### src/rtl/psc_pkg.sv
package psc_pkg;
    localparam int DATA_W   = 16;
    localparam int ADDR_W   = 2;
    localparam int NPH      = 3;
    localparam int STAT_LSB = 10;
    localparam int SIGN_LSB = 4;

    typedef enum logic [ADDR_W-1:0] {
        REG_STAT = 2'd0,
        REG_MASK = 2'd1,
        REG_SIGN = 2'd2,
        REG_MODE = 2'd3
    } reg_addr_e;

    typedef enum logic {
        SRC_TOTAL = 1'b0,
        SRC_FUND  = 1'b1
    } src_e;

    typedef struct packed {
        logic [NPH-1:0] pulse;
        logic [NPH-1:0] neg;
    } evt_t;

    function automatic logic [DATA_W-1:0] place(input logic [NPH-1:0] bits, input int lsb);
        logic [DATA_W-1:0] r;
        r = '0;
        for (int i = 0; i < NPH; i++) r[lsb+i] = bits[i];
        return r;
    endfunction

    function automatic logic [NPH-1:0] pick(input logic [DATA_W-1:0] word, input int lsb);
        logic [NPH-1:0] r;
        for (int i = 0; i < NPH; i++) r[i] = word[lsb+i];
        return r;
    endfunction
endpackage

### src/rtl/psc_src_sel.sv
module psc_src_sel
    import psc_pkg::*;
(
    input  src_e mode,
    input  evt_t tot,
    input  evt_t fund,
    output evt_t sel
);
    for (genvar g = 0; g < NPH; g++) begin : g_ph
        always_comb begin
            if (mode == SRC_FUND) begin
                sel.pulse[g] = fund.pulse[g];
                sel.neg[g]   = fund.neg[g];
            end else begin
                sel.pulse[g] = tot.pulse[g];
                sel.neg[g]   = tot.neg[g];
            end
        end
    end
endmodule

### src/rtl/psc_phase_track.sv
module psc_phase_track (
    input  logic clk,
    input  logic rst,
    input  logic pulse,
    input  logic neg,
    input  logic clr,
    output logic stat,
    output logic sign
);
    logic flip;
    assign flip = pulse && (neg != sign);

    always_ff @(posedge clk) begin
        if (rst) begin
            stat <= 1'b0;
            sign <= 1'b0;
        end else begin
            if (pulse) sign <= neg;
            if (flip)     stat <= 1'b1;
            else if (clr) stat <= 1'b0;
        end
    end

    a_r4_flip_sets: assert property (@(posedge clk) disable iff (rst)
        pulse && (neg != sign) |=> stat);
    a_r5_same_sign_quiet: assert property (@(posedge clk) disable iff (rst)
        pulse && (neg == sign) && !stat && !clr |=> !stat);
    a_r6_sign_follows: assert property (@(posedge clk) disable iff (rst)
        pulse |=> sign == $past(neg));
    a_r6_sign_holds: assert property (@(posedge clk) disable iff (rst)
        !pulse |=> $stable(sign));
    a_r8_w1c: assert property (@(posedge clk) disable iff (rst)
        clr && !pulse |=> !stat);
endmodule

### src/rtl/psc_irq_gen.sv
module psc_irq_gen
    import psc_pkg::*;
(
    input  logic [NPH-1:0] stat,
    input  logic [NPH-1:0] mask,
    output logic           irq_n
);
    logic [NPH-1:0] hit;
    for (genvar g = 0; g < NPH; g++) begin : g_hit
        assign hit[g] = stat[g] & mask[g];
    end
    assign irq_n = ~(|hit);
endmodule

### src/rtl/psc_sign_irq.sv
module psc_sign_irq
    import psc_pkg::*;
(
    input  logic              clk,
    input  logic              rst,
    input  logic              wr_en,
    input  logic [ADDR_W-1:0] wr_addr,
    input  logic [DATA_W-1:0] wr_data,
    input  logic [ADDR_W-1:0] rd_addr,
    output logic [DATA_W-1:0] rd_data,
    input  logic [NPH-1:0]    tot_pulse,
    input  logic [NPH-1:0]    tot_neg,
    input  logic [NPH-1:0]    fund_pulse,
    input  logic [NPH-1:0]    fund_neg,
    output logic              irq_n
);
    src_e           mode_q;
    logic [NPH-1:0] mask_q;
    logic [NPH-1:0] stat_v;
    logic [NPH-1:0] sign_v;
    logic [NPH-1:0] clr_v;
    evt_t           tot_e, fund_e, sel_e;

    assign tot_e.pulse  = tot_pulse;
    assign tot_e.neg    = tot_neg;
    assign fund_e.pulse = fund_pulse;
    assign fund_e.neg   = fund_neg;

    assign clr_v = (wr_en && reg_addr_e'(wr_addr) == REG_STAT) ? pick(wr_data, STAT_LSB) : '0;

    always_ff @(posedge clk) begin
        if (rst) begin
            mode_q <= SRC_TOTAL;
            mask_q <= '0;
        end else if (wr_en) begin
            case (reg_addr_e'(wr_addr))
                REG_MASK: mask_q <= pick(wr_data, STAT_LSB);
                REG_MODE: mode_q <= src_e'(wr_data[0]);
                default:  ;
            endcase
        end
    end

    psc_src_sel u_sel (
        .mode (mode_q),
        .tot  (tot_e),
        .fund (fund_e),
        .sel  (sel_e)
    );

    for (genvar g = 0; g < NPH; g++) begin : g_phase
        psc_phase_track u_trk (
            .clk   (clk),
            .rst   (rst),
            .pulse (sel_e.pulse[g]),
            .neg   (sel_e.neg[g]),
            .clr   (clr_v[g]),
            .stat  (stat_v[g]),
            .sign  (sign_v[g])
        );
    end

    psc_irq_gen u_irq (
        .stat  (stat_v),
        .mask  (mask_q),
        .irq_n (irq_n)
    );

    always_comb begin
        case (reg_addr_e'(rd_addr))
            REG_STAT: rd_data = place(stat_v, STAT_LSB);
            REG_MASK: rd_data = place(mask_q, STAT_LSB);
            REG_SIGN: rd_data = place(sign_v, SIGN_LSB);
            default:  rd_data = {{(DATA_W-1){1'b0}}, mode_q};
        endcase
    end

    a_r1_reset_idle: assert property (@(posedge clk) disable iff (rst)
        $past(rst) |-> (stat_v == '0 && sign_v == '0 && mask_q == '0 && irq_n));
    a_r10_sign_ro: assert property (@(posedge clk) disable iff (rst)
        wr_en && wr_addr == REG_SIGN && sel_e.pulse == '0 |=> $stable(sign_v));
    a_r7_irq_release: assert property (@(posedge clk) disable iff (rst)
        !wr_en && sel_e.pulse == '0 && (stat_v & mask_q) == '0 |=> irq_n);
endmodule

### config.mk
export PLATFORM = sky130hd
export DESIGN_NAME = psc_sign_irq
export DESIGN_NICKNAME = d
export VERILOG_FILES = /design/src/rtl/psc_pkg.sv /design/src/rtl/psc_src_sel.sv /design/src/rtl/psc_phase_track.sv /design/src/rtl/psc_irq_gen.sv /design/src/rtl/psc_sign_irq.sv
export SDC_FILE = /design/constraint.sdc
export NUM_CORES = 1
export LEC_CHECK = 0
export BUFFER_PORTS_ARGS = -buffer_cell sky130_fd_sc_hd__buf_2
export CAP_MARGIN = 20
export CORE_AREA = 2 2 41 53
export CTS_CLUSTER_DIAMETER = 80
export DETAILED_ROUTE_END_ITERATION = 16
export DIE_AREA = 0 0 43 55
export MAX_ROUTING_LAYER = met4
export PLACE_DENSITY = 0.74
export SLEW_MARGIN = 20
export SYNTH_ARGS = -nofsm -noshare
export SYNTH_HDL_FRONTEND = slang
export SYNTH_SLANG_ARGS = --single-unit
### constraint.sdc
create_clock -name clk -period 1.6 [get_ports clk]
set_clock_uncertainty 0.15 [all_clocks]
set_input_delay 0.08 -clock clk [delete_from_list [all_inputs] [get_ports clk]]
set_output_delay 0.08 -clock clk [all_outputs]
set_load 0.05 [all_outputs]
; ---- After elaboration in Yosys (flattened, before gate mapping)
; Cells that the tools add are included.
[word_totals]
in_bits = 35
latch_bits = 0
mem_bits_ro = 0
memories = 0
word_cells = 45
reg_bits = 10
mem_bits_rw = 0
[op_classes]
n_mux = 14
n_eq_ne = 7
div = 0
bitwise = 4
magnitude_cmp = 0
multipliers = 0
shift = 0
n_reduce_logical = 12
add_sub_neg = 0
[op_table]
columns = operator, n
row1 = $pmux W13 S3, 1
row2 = $mux W1, 12
row3 = $reduce_bool A2 Y1, 3
row4 = $eq A2 B1 Y1 const B, 2
row5 = $eq A2 B2 Y1 const B, 2
row6 = $logic_and A1 B1 Y1, 4
row7 = $logic_not A2 Y1, 2
row8 = $reduce_and A2 Y1, 2
row9 = $and A1 B1 Y1, 3
row10 = $mux W3, 1
row11 = $ne A1 B1 Y1, 3
row12 = $reduce_or A3 Y1, 1
row13 = $not A1 Y1, 1

; ---- Longest topological paths before layout
; Gate-level depths: netlist of run 1.
[logic_depth]
word_depth = 5
ltp_mapped = 3
depth_no_buf = 3

; ---- By module
; From an unflattened synthesis of run 1, not the netlist that was laid out.
[hier_totals]
hier_cells = 76
area_unflattened_um2 = 720.7
[modules_own_cells]
columns = module, area_each_um2, seq_area_each_um2, cells_each, n_inst
row1 = psc_sign_irq, 365.4, 80.1, 44, 1
row2 = psc_phase_track, 81.3, 40.0, 8, 3
row3 = psc_src_sel, 101.3, 0.0, 7, 1
row4 = psc_irq_gen, 10.0, 0.0, 1, 1

; ---- Least setup slack after synthesis of run 1
; No wires, ideal clock.
[synth_timing]
path_kind = register to output
from = reg mask_q[2]
to = out irq_n
path_buffers = 0
required_ns = 1.370
arrival_time_ns = 1.630
stages_incl_launch_ff = 2
path_slack_ns = -0.260
cell_sequence = dfxtp_1 -> a222oi_1
[synth_between]
elab_chain_cells = 3
[synth_lines]
columns = item, line
row1 = from (decl), psc_sign_irq.sv:18  ; logic [NPH-1:0] mask_q;
row2 = from (signal assigned), psc_sign_irq.sv:37  ; REG_MASK: mask_q <= pick(wr_data, STAT_LSB);
row3 = $and A1 B1 Y1, psc_irq_gen.sv:10  ; assign hit[g] = stat[g] & mask[g];
row4 = $reduce_or A3 Y1, psc_irq_gen.sv:12  ; assign irq_n = ~(|hit);
row5 = $not A1 Y1, psc_irq_gen.sv:12
row6 = to (decl), psc_sign_irq.sv:15  ; output logic irq_n
; Every way passes these cells.

; ---- Worst setup path after layout of run 1
[layout_timing]
from = in wr_data[12]
to = reg g_phase[2].u_trk.stat
[layout_between]
elab_chain_cells = 2
[layout_lines]
columns = item, line
row1 = from (decl), psc_sign_irq.sv:8  ; input logic [DATA_W-1:0] wr_data,
row2 = $mux W3, psc_sign_irq.sv:29  ; assign clr_v = (wr_en && reg_addr_e'(wr_addr) == REG_STAT) ? pick(wr_data, STAT_LSB) : '0;
row3 = $reduce_bool A2 Y1 (no line), -
row4 = to (signal assigned), psc_phase_track.sv:15  ; stat <= 1'b0;
row5 = to (signal assigned), psc_phase_track.sv:19  ; if (flip) stat <= 1'b1;
row6 = to (signal assigned), psc_phase_track.sv:20  ; else if (clr) stat <= 1'b0;
row7 = to (decl), psc_phase_track.sv:7  ; output logic stat,
; Every way passes these cells.
; A chain may end at the register's enable or synchronous reset.

==> flow_summary_export.csv, run 1 <==
group,metric,value,unit
timing,holdWs,-7.724,ps
placed_design,post-place-ws,383.0,ps
worst_hold_path,min_from,"rst",
die,die_area,2365,sq um
routing,avgRoutedWirePerCell,10.77,microns
worst_setup_path,r2r-start,"g_phase[2].u_trk.sign",
final_layout,fill_cells,179,
synth,avgSynthCellArea,8.430,sq um
synth,seq_area_frac_synth,0.2968,
grt,grt_pass1_vias,603,
routing,drc,0,
routing,dr_total_vias,721,
flow_run,drv_cap,0,
power_and_ir_drop,p_clk_frac,0.314,
clock_network,clockBufferDepth,2,
power_and_ir_drop,p_sw,0.0002343,W
synth,ys_seq_elements,10,
timing,final_hold_viol_count,2,
timing,max_freq,0.6406,GHz
grt,antenna_found_initial,0,
grt,grt-ovfl-total,0,
power_and_ir_drop,p_per_area,735.8,nW/um^2
placed_design,place_inst,128,
grt,grt_pass1_wl,2449,microns
synth,synth.distinct_cells,24,
final_layout,area_growth,45.64,%
timing,fin_crit,1561,ps
placed_design,portBuffers,30,
routing,drtIter0Drc,10,
final_layout,regArea,202.7,sq um
timing,min_period_over_period,0.9756,
timing,rsz0062_at_grt,"no",
worst_setup_path,required,1600,ps
worst_setup_path,startpoint,"wr_data[12]",
final_layout,multiInputGateArea,411.6,sq um
run_status,status,"finished, violations left",
worst_hold_path,hp-class,"in2reg",
die,die_w,43,microns
power_and_ir_drop,switching_share,0.3242,
die,start_util,0.3565,
clock_network,clockRootBuffer,"clkbuf_4",
clock_network,clock_latency,270,ps
clock_network,cts_setup_buffers,0,
synth,synth_warnings,0,
timing,slew_violations,0,
worst_setup_path,cp-start-kind,"input port",
die,core,1892,sq um
power_and_ir_drop,seqPwrFrac,0.391,
synth,syn_area,674.4,sq um
final_layout,drive_gt1_frac,0.2960,
routing,via_per_inst,4.972,
timing,finalSetupViolCount,0,
clock_network,clkSlewWorstSetupHoldPaths,70,ps
synth,syn_inst,80,
die,num_io_pins,52,
worst_setup_path,crit_type,"in2reg",
routing,first_pass_iters,4,
final_layout,final_nets,161,
routing,drt_wl_total,1562,microns
clock_network,cts_tree,"built",
power_and_ir_drop,p_leak,0.5105,nW
power_and_ir_drop,irDropWorstVdd,412.6,uV
clock_network,cts-buffers-inserted,3,
clock_network,htree_levels,1,
grt,grt_util_all_layers,0.1450,
placed_design,place_hpwl,1162,microns
grt,grt_start_max_net_pins,13,
timing,fin_ws,39.06,ps
worst_setup_path,worstPathArrival,1570,ps
placed_design,routabilityCongestion,0.8296,
final_layout,final_cells,145,
clock_network,cts.sinks,10,
die,fp.dieH,55,microns
power_and_ir_drop,power_frac_comb,0.295,
die,num_rows,18,
run_status,failed_checks,"negative hold slack",
power_and_ir_drop,p_int,0.0004884,W
routing,postRouteAntennaNets,0,
worst_setup_path,endpoint_kind,"flip-flop",
final_layout,diodes,0,
worst_setup_path,crit_fanout,2,
## critical path, cell delays in order
cell           delay [ps]
dlygate4sd3_1         540
buf_2                 130
inv_1                  40
o21ai_1               130
a31oi_1                90
dlygate4sd3_1         550
## state kept, by name (all words and copies together), names as in the netlist
register	flops
g_phase.u_trk.stat	3
mode_q	1
g_phase.u_trk.sign	3
mask_q	3
## timing repair
item	CTS	global route
endpoints found under the setup margin	0	1
endpoints found under the hold margin	7	0
gates resized for setup	0	3
hold buffers	13	0
## cells in the final DEF, fill, tap and decap left out
cell,count
xor2_1,4
dlygate4sd3_1,13
and3_1,1
nand3_1,3
buf_6,1
a221o_1,1
o2bb2ai_1,1
nand2_1,1
nor3_1,1
nor2b_1,5
mux2i_1,9
a211oi_1,5
a31oi_1,2
conb_1,9
nor2_1,9
dfxtp_2,2
dfxtp_1,8
clkbuf_4,3
clkbuf_8,1
o21ai_1,2
nand3b_1,3
and2_1,3
inv_1,4
a222oi_1,1
or3b_1,1
buf_2,30
a311oi_1,1
a32o_1,1
## Yosys cell counts
cell type,number,area [sq um]
nand3b_1,3,22.52
buf_4,9,67.56
a32o_1,1,10.01
buf_2,2,10.01
a311oi_1,1,8.760
a211oi_1,5,37.54
and3_1,1,6.260
a222oi_1,1,10.01
nor3_1,1,5.000
nor2b_1,5,31.28
nand3_1,3,15.01
and2_1,3,18.77
a31oi_1,2,12.51
or3b_1,1,8.760
nor2_1,9,33.78
conb_1,1,3.750
o2bb2ai_1,1,8.760
dfxtp_1,10,200.2
inv_1,4,15.01
xor2_1,4,35.03
nand2_1,1,3.750
mux2i_1,9,90.09
a221o_1,1,10.01
o21ai_1,2,10.01
## stage by stage
step | util | total power, W | instance area (sq um) | setup TNS, ps | hold WS, ps
finish | 0.5192 | 0.0007227 | 982.2 | 0 | -7.724
global route | 0.5192 | 0.0007613 | 982.2 | 0 | 4.181
CTS | 0.5159 | 0.0007250 | 975.9 | 0 | 4.847
detailed placement | 0.4279 | 0.0004755 | 809.5 | 0 | 171.9
global placement | 0.4279 | 0.0004706 | 809.5 | 0 | 163.1
floorplan | - | 0.0004351 | 704.4 | -258.5 | 73.94
## cell type report
class | instances | area share
timing repair buffer | 44 | 0.2968
inverter | 4 | 0.01529
multi-input combinational | 63 | 0.4191
sequential | 10 | 0.2064
clock buffer | 4 | 0.03694
tap | 20 | 0.02548
## cell families (layout without fill, tap and decap cells)
logic type      Yosys count  count (layout)  synth area share
flops                    10              10            0.2968
xor+xnor                  4               4           0.05194
other cells               1               9          0.005561
mux                       9               9            0.1336
buf+inv                  15              52            0.1373
compound gates           14              14            0.1596
simple gates             27              27            0.2152
## per-layer routing
| layer | track usage | up-vias | routed length, microns |
|---|---|---|---|
| li1 | - | 356 | - |
| met1 | 0.1484 | 331 | 631 |
| met2 | 0.2551 | 31 | 781 |
| met3 | 0.04221 | 3 | 127 |
| met4 | 0.07576 | 0 | 21 |
| met5 | - | - | 0 |
## power groups by stage
stage               combinational (W)  clock (W)  sequential (W)
finish                       0.000213   0.000227        0.000282
global route                 0.000229   0.000248        0.000285
CTS                          0.000212   0.000231        0.000281
detailed placement           0.000189          0        0.000287
global placement             0.000185          0        0.000286
floorplan                    0.000152          0        0.000283
## path summary, 6_finish.rpt
| path | cells after the start | slack, ps | to |
|---|---|---|---|
| max | 6 | 40 | g_phase[2].u_trk.stat |
| min | 2 | -8 | g_phase[2].u_trk.sign |
| max reg2reg | 4 | 80 | g_phase[2].u_trk.stat |
| min reg2reg | 2 | 410 | g_phase[1].u_trk.stat |
(Power assumes the default switching activity.)
==> run 2: changes to the inputs <==
--- a/config.mk
+++ b/config.mk
@@ -5,7 +5,8 @@
 export SDC_FILE = /design/constraint.sdc
 export NUM_CORES = 1
 export LEC_CHECK = 0
-export BUFFER_PORTS_ARGS = -buffer_cell sky130_fd_sc_hd__buf_2
+export ABC_CLOCK_PERIOD_IN_PS = 1600
+export BUFFER_PORTS_ARGS = -buffer_cell sky130_fd_sc_hd__clkbuf_2
 export CAP_MARGIN = 20
 export CORE_AREA = 2 2 41 53
 export CTS_CLUSTER_DIAMETER = 80
==> run 2 against run 1 <==
The flow now finishes without violations. Fmax is 0.65% higher. Worst setup slack improved by 10 ps. Final area fell by 5.0%. Non-clock buffer count shrank 5. Combinational power fell by 2%. Sequential share of layout area is 1.2 points higher. Routed wire length down 7.6%. Critical path depth unchanged. Largest power group unchanged.
==> flow_summary_export.csv, run 2 (synthesized netlist as in run 1, its figures left out) <==
group,metric,value,unit
grt,grt-ovfl-total,0,
grt,antenna_found_initial,0,
final_layout,final_cells,140,
routing,postRouteAntennaNets,0,
power_and_ir_drop,p_clk_frac,0.315,
routing,via_per_inst,4.871,
worst_setup_path,r2r-start,"g_phase[1].u_trk.sign",
power_and_ir_drop,p_leak,0.4820,nW
worst_setup_path,crit_type,"in2reg",
power_and_ir_drop,seqPwrFrac,0.394,
flow_run,drv_cap,0,
die,die_w,43,microns
worst_setup_path,required,1600,ps
grt,grt_pass1_vias,603,
worst_setup_path,cpMostUsedCell,"dlygate4sd3_1",
clock_network,clkSlewWorstSetupHoldPaths,70,ps
die,core,1892,sq um
final_layout,final_nets,156,
final_layout,layout_commonest_cell,"clkbuf_2",
final_layout,final_cell_mix,"clkbuf_2 (30), mux2i_1 (9), nor2_1 (9), conb_1 (9), dlygate4sd3_1 (8)",
final_layout,fill_cells,177,
worst_setup_path,max_stage_delay,560,ps
clock_network,clock_latency,260,ps
clock_network,clockBufferDepth,2,
final_layout,final_util,0.4934,
placed_design,routabilityCongestion,0.8310,
final_layout,area_growth,38.40,%
routing,drc,0,
final_layout,multiInputGateArea,411.6,sq um
timing,final_hold_viol_count,0,
clock_network,cts.sinks,10,
worst_setup_path,slowest_stage,"dlygate4sd3_1",
worst_setup_path,cp-start-kind,"input port",
worst_setup_path,crit_fanout,2,
worst_setup_path,cp_top_family,"buffers and inverters",
timing,max_freq,0.6448,GHz
worst_setup_path,path_cells,"dlygate4sd3_1 > clkbuf_2 > inv_1 > o21ai_1 > a31oi_1 > dlygate4sd3_1",
routing,dr_total_vias,682,
worst_setup_path,endpoint_kind,"flip-flop",
placed_design,place_inst,128,
clock_network,cts_tree,"built",
power_and_ir_drop,p_int,0.0004841,W
final_layout,drive_gt1_frac,0.3167,
worst_setup_path,worstPathArrival,1550,ps
die,start_util,0.3565,
power_and_ir_drop,p_per_area,767.2,nW/um^2
routing,first_pass_iters,4,
clock_network,cts_setup_buffers,0,
power_and_ir_drop,irDropWorstVdd,413.1,uV
clock_network,htree_levels,1,
worst_setup_path,startpoint,"wr_data[12]",
die,num_rows,18,
power_and_ir_drop,power_frac_comb,0.291,
timing,rsz0062_at_grt,"no",
worst_setup_path,crit_buf_inv,4,
worst_hold_path,hp-class,"in2reg",
die,num_io_pins,52,
die,die_area,2365,sq um
final_layout,regArea,203.9,sq um
routing,drt_wl_total,1443,microns
timing,min_period_over_period,0.9693,
placed_design,portBuffers,30,
routing,drtIter0Drc,5,
timing,slew_violations,0,
clock_network,cts-buffers-inserted,3,
run_status,status,"finished, final reports clean",
routing,avgRoutedWirePerCell,10.31,microns
grt,grt_start_max_net_pins,13,
final_layout,final_cell_area,933.4,sq um
final_layout,reg.largest.list,"g_phase.u_trk.sign (3), g_phase.u_trk.stat (3), mask_q (3)",
timing,fin_crit,1551,ps
clock_network,clockRootBuffer,"clkbuf_4",
power_and_ir_drop,p_sw,0.0002320,W
final_layout,diodes,0,
worst_hold_path,min_from,"rst",
timing,finalSetupViolCount,0,
power_and_ir_drop,switching_share,0.3240,
placed_design,place_hpwl,1153,microns
placed_design,dpl_cell_area,809.5,sq um
grt,grt_util_all_layers,0.1343,
grt,grt_pass1_wl,2325,microns
die,fp.dieH,55,microns
-- run 2: metrics by stage --
stage | hold WS, ps | TNS (ps) | setup slack (ps) | power (W)
floorplan | 73.94 | -258.5 | -258.5 | 0.0004351
detailed placement | 170.6 | 0 | 382.8 | 0.0004757
global placement | 164.0 | 0 | 388.8 | 0.0004706
CTS | 16.05 | 0 | 28.75 | 0.0007201
finish | 2.111 | 0 | 49.09 | 0.0007161
global route | 28.22 | 0 | 1.839 | 0.0007525
-- run 2: per-layer routing --
metal | vias up | GRT usage | routed length (microns)
met1 | 298 | 0.1384 | 587
met3 | 5 | 0.03247 | 127
met4 | 0 | 0.08081 | 12
li1 | 346 | - | -
met5 | - | - | 0
met2 | 33 | 0.2348 | 716
-- run 2: what timing repair did --
action,CTS,global route
setup endpoints to repair,0,2
resized for setup,0,4
hold buffers,8,0
hold endpoints to repair,6,0
-- run 2: final cells by class --
type / count / share of cell area
flip-flops and latches: 10 / 0.2185
repair buffers: 39 / 0.2587
well taps: 20 / 0.02681
inverters: 4 / 0.01609
clock buffers: 4 / 0.03887
multi-input cells: 63 / 0.4410
-- run 2: path summary, 6_finish.rpt --
| check | endpoint | slack, ps | cells after the start |
|---|---|---|---|
| hold reg to reg | mask_q[1] | 380 | 2 |
| setup reg to reg | g_phase[1].u_trk.stat | 70 | 4 |
| hold / removal | mode_q | 2 | 2 |
| setup / recovery | g_phase[2].u_trk.stat | 50 | 6 |
-- run 2: power groups by stage --
stage	clock network, W	logic [W]	registers (W)
3_3_place_gp	0	0.000185	0.000286
2_1_floorplan	0	0.000152	0.000283
3_5_place_dp	0	0.000189	0.000287
5_1_grt	0.000243	0.000224	0.000285
4_1_cts	0.000231	0.000208	0.000281
6_report	0.000226	0.000208	0.000282
==> run 3: changes to the inputs <==
--- a/config.mk
+++ b/config.mk
@@ -13,7 +13,7 @@
 export DETAILED_ROUTE_END_ITERATION = 16
 export DIE_AREA = 0 0 43 55
 export MAX_ROUTING_LAYER = met4
-export PLACE_DENSITY = 0.74
+export PLACE_DENSITY_LB_ADDON = 0.3
 export SLEW_MARGIN = 20
 export SYNTH_ARGS = -nofsm -noshare
 export SYNTH_HDL_FRONTEND = slang
==> run 3 against run 2 <==
The flow now finishes with violations (negative hold slack). First-iteration DRC count up 80%. Utilization down 1.4 points. Final cell count down 1.4%. Clock power down 26%. Final area down 2.8%. Largest power group unchanged.
==> flow_summary_export.csv, run 3 (synthesized netlist as in run 1, its figures left out) <==
group,metric,value,unit
final_layout,drive_gt1_frac,0.2966,
placed_design,portBuffers,30,
die,num_rows,18,
final_layout,final_nets,155,
clock_network,clockRootBuffer,"clkbuf_4",
final_layout,final_cell_mix,"clkbuf_2 (30), mux2i_1 (9), nor2_1 (9), conb_1 (9), dfxtp_1 (9)",
grt,grt_util_all_layers,0.1445,
die,die_w,43,microns
clock_network,clock_latency,260,ps
clock_network,clkSlewWorstSetupHoldPaths,60,ps
routing,first_pass_iters,4,
timing,fin_crit,1492,ps
routing,postRouteAntennaNets,0,
routing,avgRoutedWirePerCell,10.78,microns
grt,grt_start_max_net_pins,13,
clock_network,cts.sinks,10,
die,start_util,0.3565,
final_layout,reg.largest.list,"g_phase.u_trk.sign (3), g_phase.u_trk.stat (3), mask_q (3)",
final_layout,fill_cells,207,
timing,fin_ws,108.4,ps
power_and_ir_drop,p_sw,0.0002237,W
grt,grt_pass1_vias,621,
worst_setup_path,r2r_setup_slack,360,ps
clock_network,cts_tree,"built",
placed_design,place_inst,128,
worst_setup_path,r2r_end,"g_phase[0].u_trk.stat",
grt,grt_pass1_wl,2484,microns
die,fp.dieH,55,microns
power_and_ir_drop,p_per_area,718.3,nW/um^2
power_and_ir_drop,irDropWorstVdd,360.5,uV
die,core,1892,sq um
routing,via_per_inst,4.848,
worst_setup_path,crit_type,"reg2out",
worst_setup_path,r2r-start,"mode_q",
worst_setup_path,required,1370,ps
placed_design,post-place-ws,383.6,ps
timing,slew_violations,0,
routing,drc,0,
power_and_ir_drop,p_int,0.0004280,W
worst_setup_path,worstPathArrival,1260,ps
worst_hold_path,hp-class,"in2reg",
power_and_ir_drop,switching_share,0.3432,
grt,grt-ovfl-total,0,
flow_run,drv_cap,0,
clock_network,cts-buffers-inserted,3,
clock_network,clockBufferDepth,2,
worst_setup_path,cp-start-kind,"flip-flop",
worst_hold_path,hold_depth,3,
placed_design,routabilityCongestion,0.8254,
placed_design,place_hpwl,1205,microns
clock_network,htree_levels,1,
final_layout,layout_commonest_cell,"clkbuf_2",
routing,drtIter0Drc,9,
power_and_ir_drop,seqPwrFrac,0.432,
die,die_area,2365,sq um
timing,holdWs,-34.24,ps
power_and_ir_drop,p_leak,0.4663,nW
timing,min_period_over_period,0.9323,
worst_hold_path,min_from,"fund_pulse[1]",
worst_setup_path,crit_fanout,3,
worst_setup_path,endpoint_kind,"primary output",
run_status,status,"finished, violations left",
routing,drt_wl_total,1488,microns
die,num_io_pins,52,
worst_setup_path,worst_r2r_path_depth,3,
final_layout,diodes,0,
final_layout,final_util,0.4795,
power_and_ir_drop,fin_total_pwr,0.0006516,W
power_and_ir_drop,p_clk_frac,0.257,
worst_hold_path,min_to,"g_phase[1].u_trk.stat",
final_layout,area_growth,34.51,%
clock_network,cts_setup_buffers,0,
timing,rsz0062_at_grt,"no",
timing,final_hold_viol_count,1,
power_and_ir_drop,power_frac_comb,0.311,
run_status,failed_checks,"negative hold slack",
timing,max_freq,0.6704,GHz
final_layout,final_cells,138,
routing,dr_total_vias,669,
timing,finalSetupViolCount,0,
grt,antenna_found_initial,0,
-- run 3: changes by cell type in the layout (fill, tap and decap cells not counted), sizes merged --
cell         before  now
dlygate4sd3       8    7
clkbuf           34   33
-- run 3: metrics by stage --
step | TNS, ps | instance area (sq um)
after detailed placement | 0 | 809.5
after CTS | 0 | 912.1
after floorplan | -258.5 | 704.4
after global routing | 0 | 907.1
after global placement | 0 | 809.5
final | 0 | 907.1
-- run 3: power groups by stage --
stage | registers, W | clock network, W | logic [W]
finish | 0.000282 | 0.000167 | 0.000203
global route | 0.000284 | 0.000184 | 0.000222
CTS | 0.000281 | 0.000171 | 0.000206
detailed placement | 0.000287 | 0 | 0.000189
global placement | 0.000286 | 0 | 0.000186
floorplan | 0.000283 | 0 | 0.000152
-- run 3: worst max path at each step --
stage               slack, ps                  start               endpoint
floorplan                -260              mask_q[2]                  irq_n
global placement          390                 mode_q  g_phase[0].u_trk.stat
detailed placement        380  g_phase[2].u_trk.stat                  irq_n
CTS                        40  g_phase[1].u_trk.sign  g_phase[1].u_trk.stat
global route               50  g_phase[2].u_trk.stat                  irq_n
finish                    110  g_phase[2].u_trk.stat                  irq_n
-- run 3: critical path, stage by stage, from the launching register on --
cell and delay (ps):
dfxtp_1 320, a222oi_1 340, clkbuf_2 340
-- run 3: what timing repair did --
action	CTS	global route
hold endpoints to repair	6	0
gates resized for setup	0	2
setup endpoints to repair	0	1
hold buffers	8	0
-- run 3: layout make-up --
class                      count  area, sq um  share of cell area
timing repair buffer          38        231.5              0.2552
sequential                    10        201.4              0.2221
tap                           20        25.02             0.02759
inverter                       4        15.01             0.01655
multi-input combinational     63        411.6              0.4538
clock buffer                   3        22.52             0.02483
-- run 3: per-layer routing --
metal	global-route usage	up-vias	routed length (microns)
met5	-	-	0
met1	0.1412	305	590
met2	0.2803	17	816
met3	0.01948	2	68
met4	0.07576	0	13
li1	-	345	-
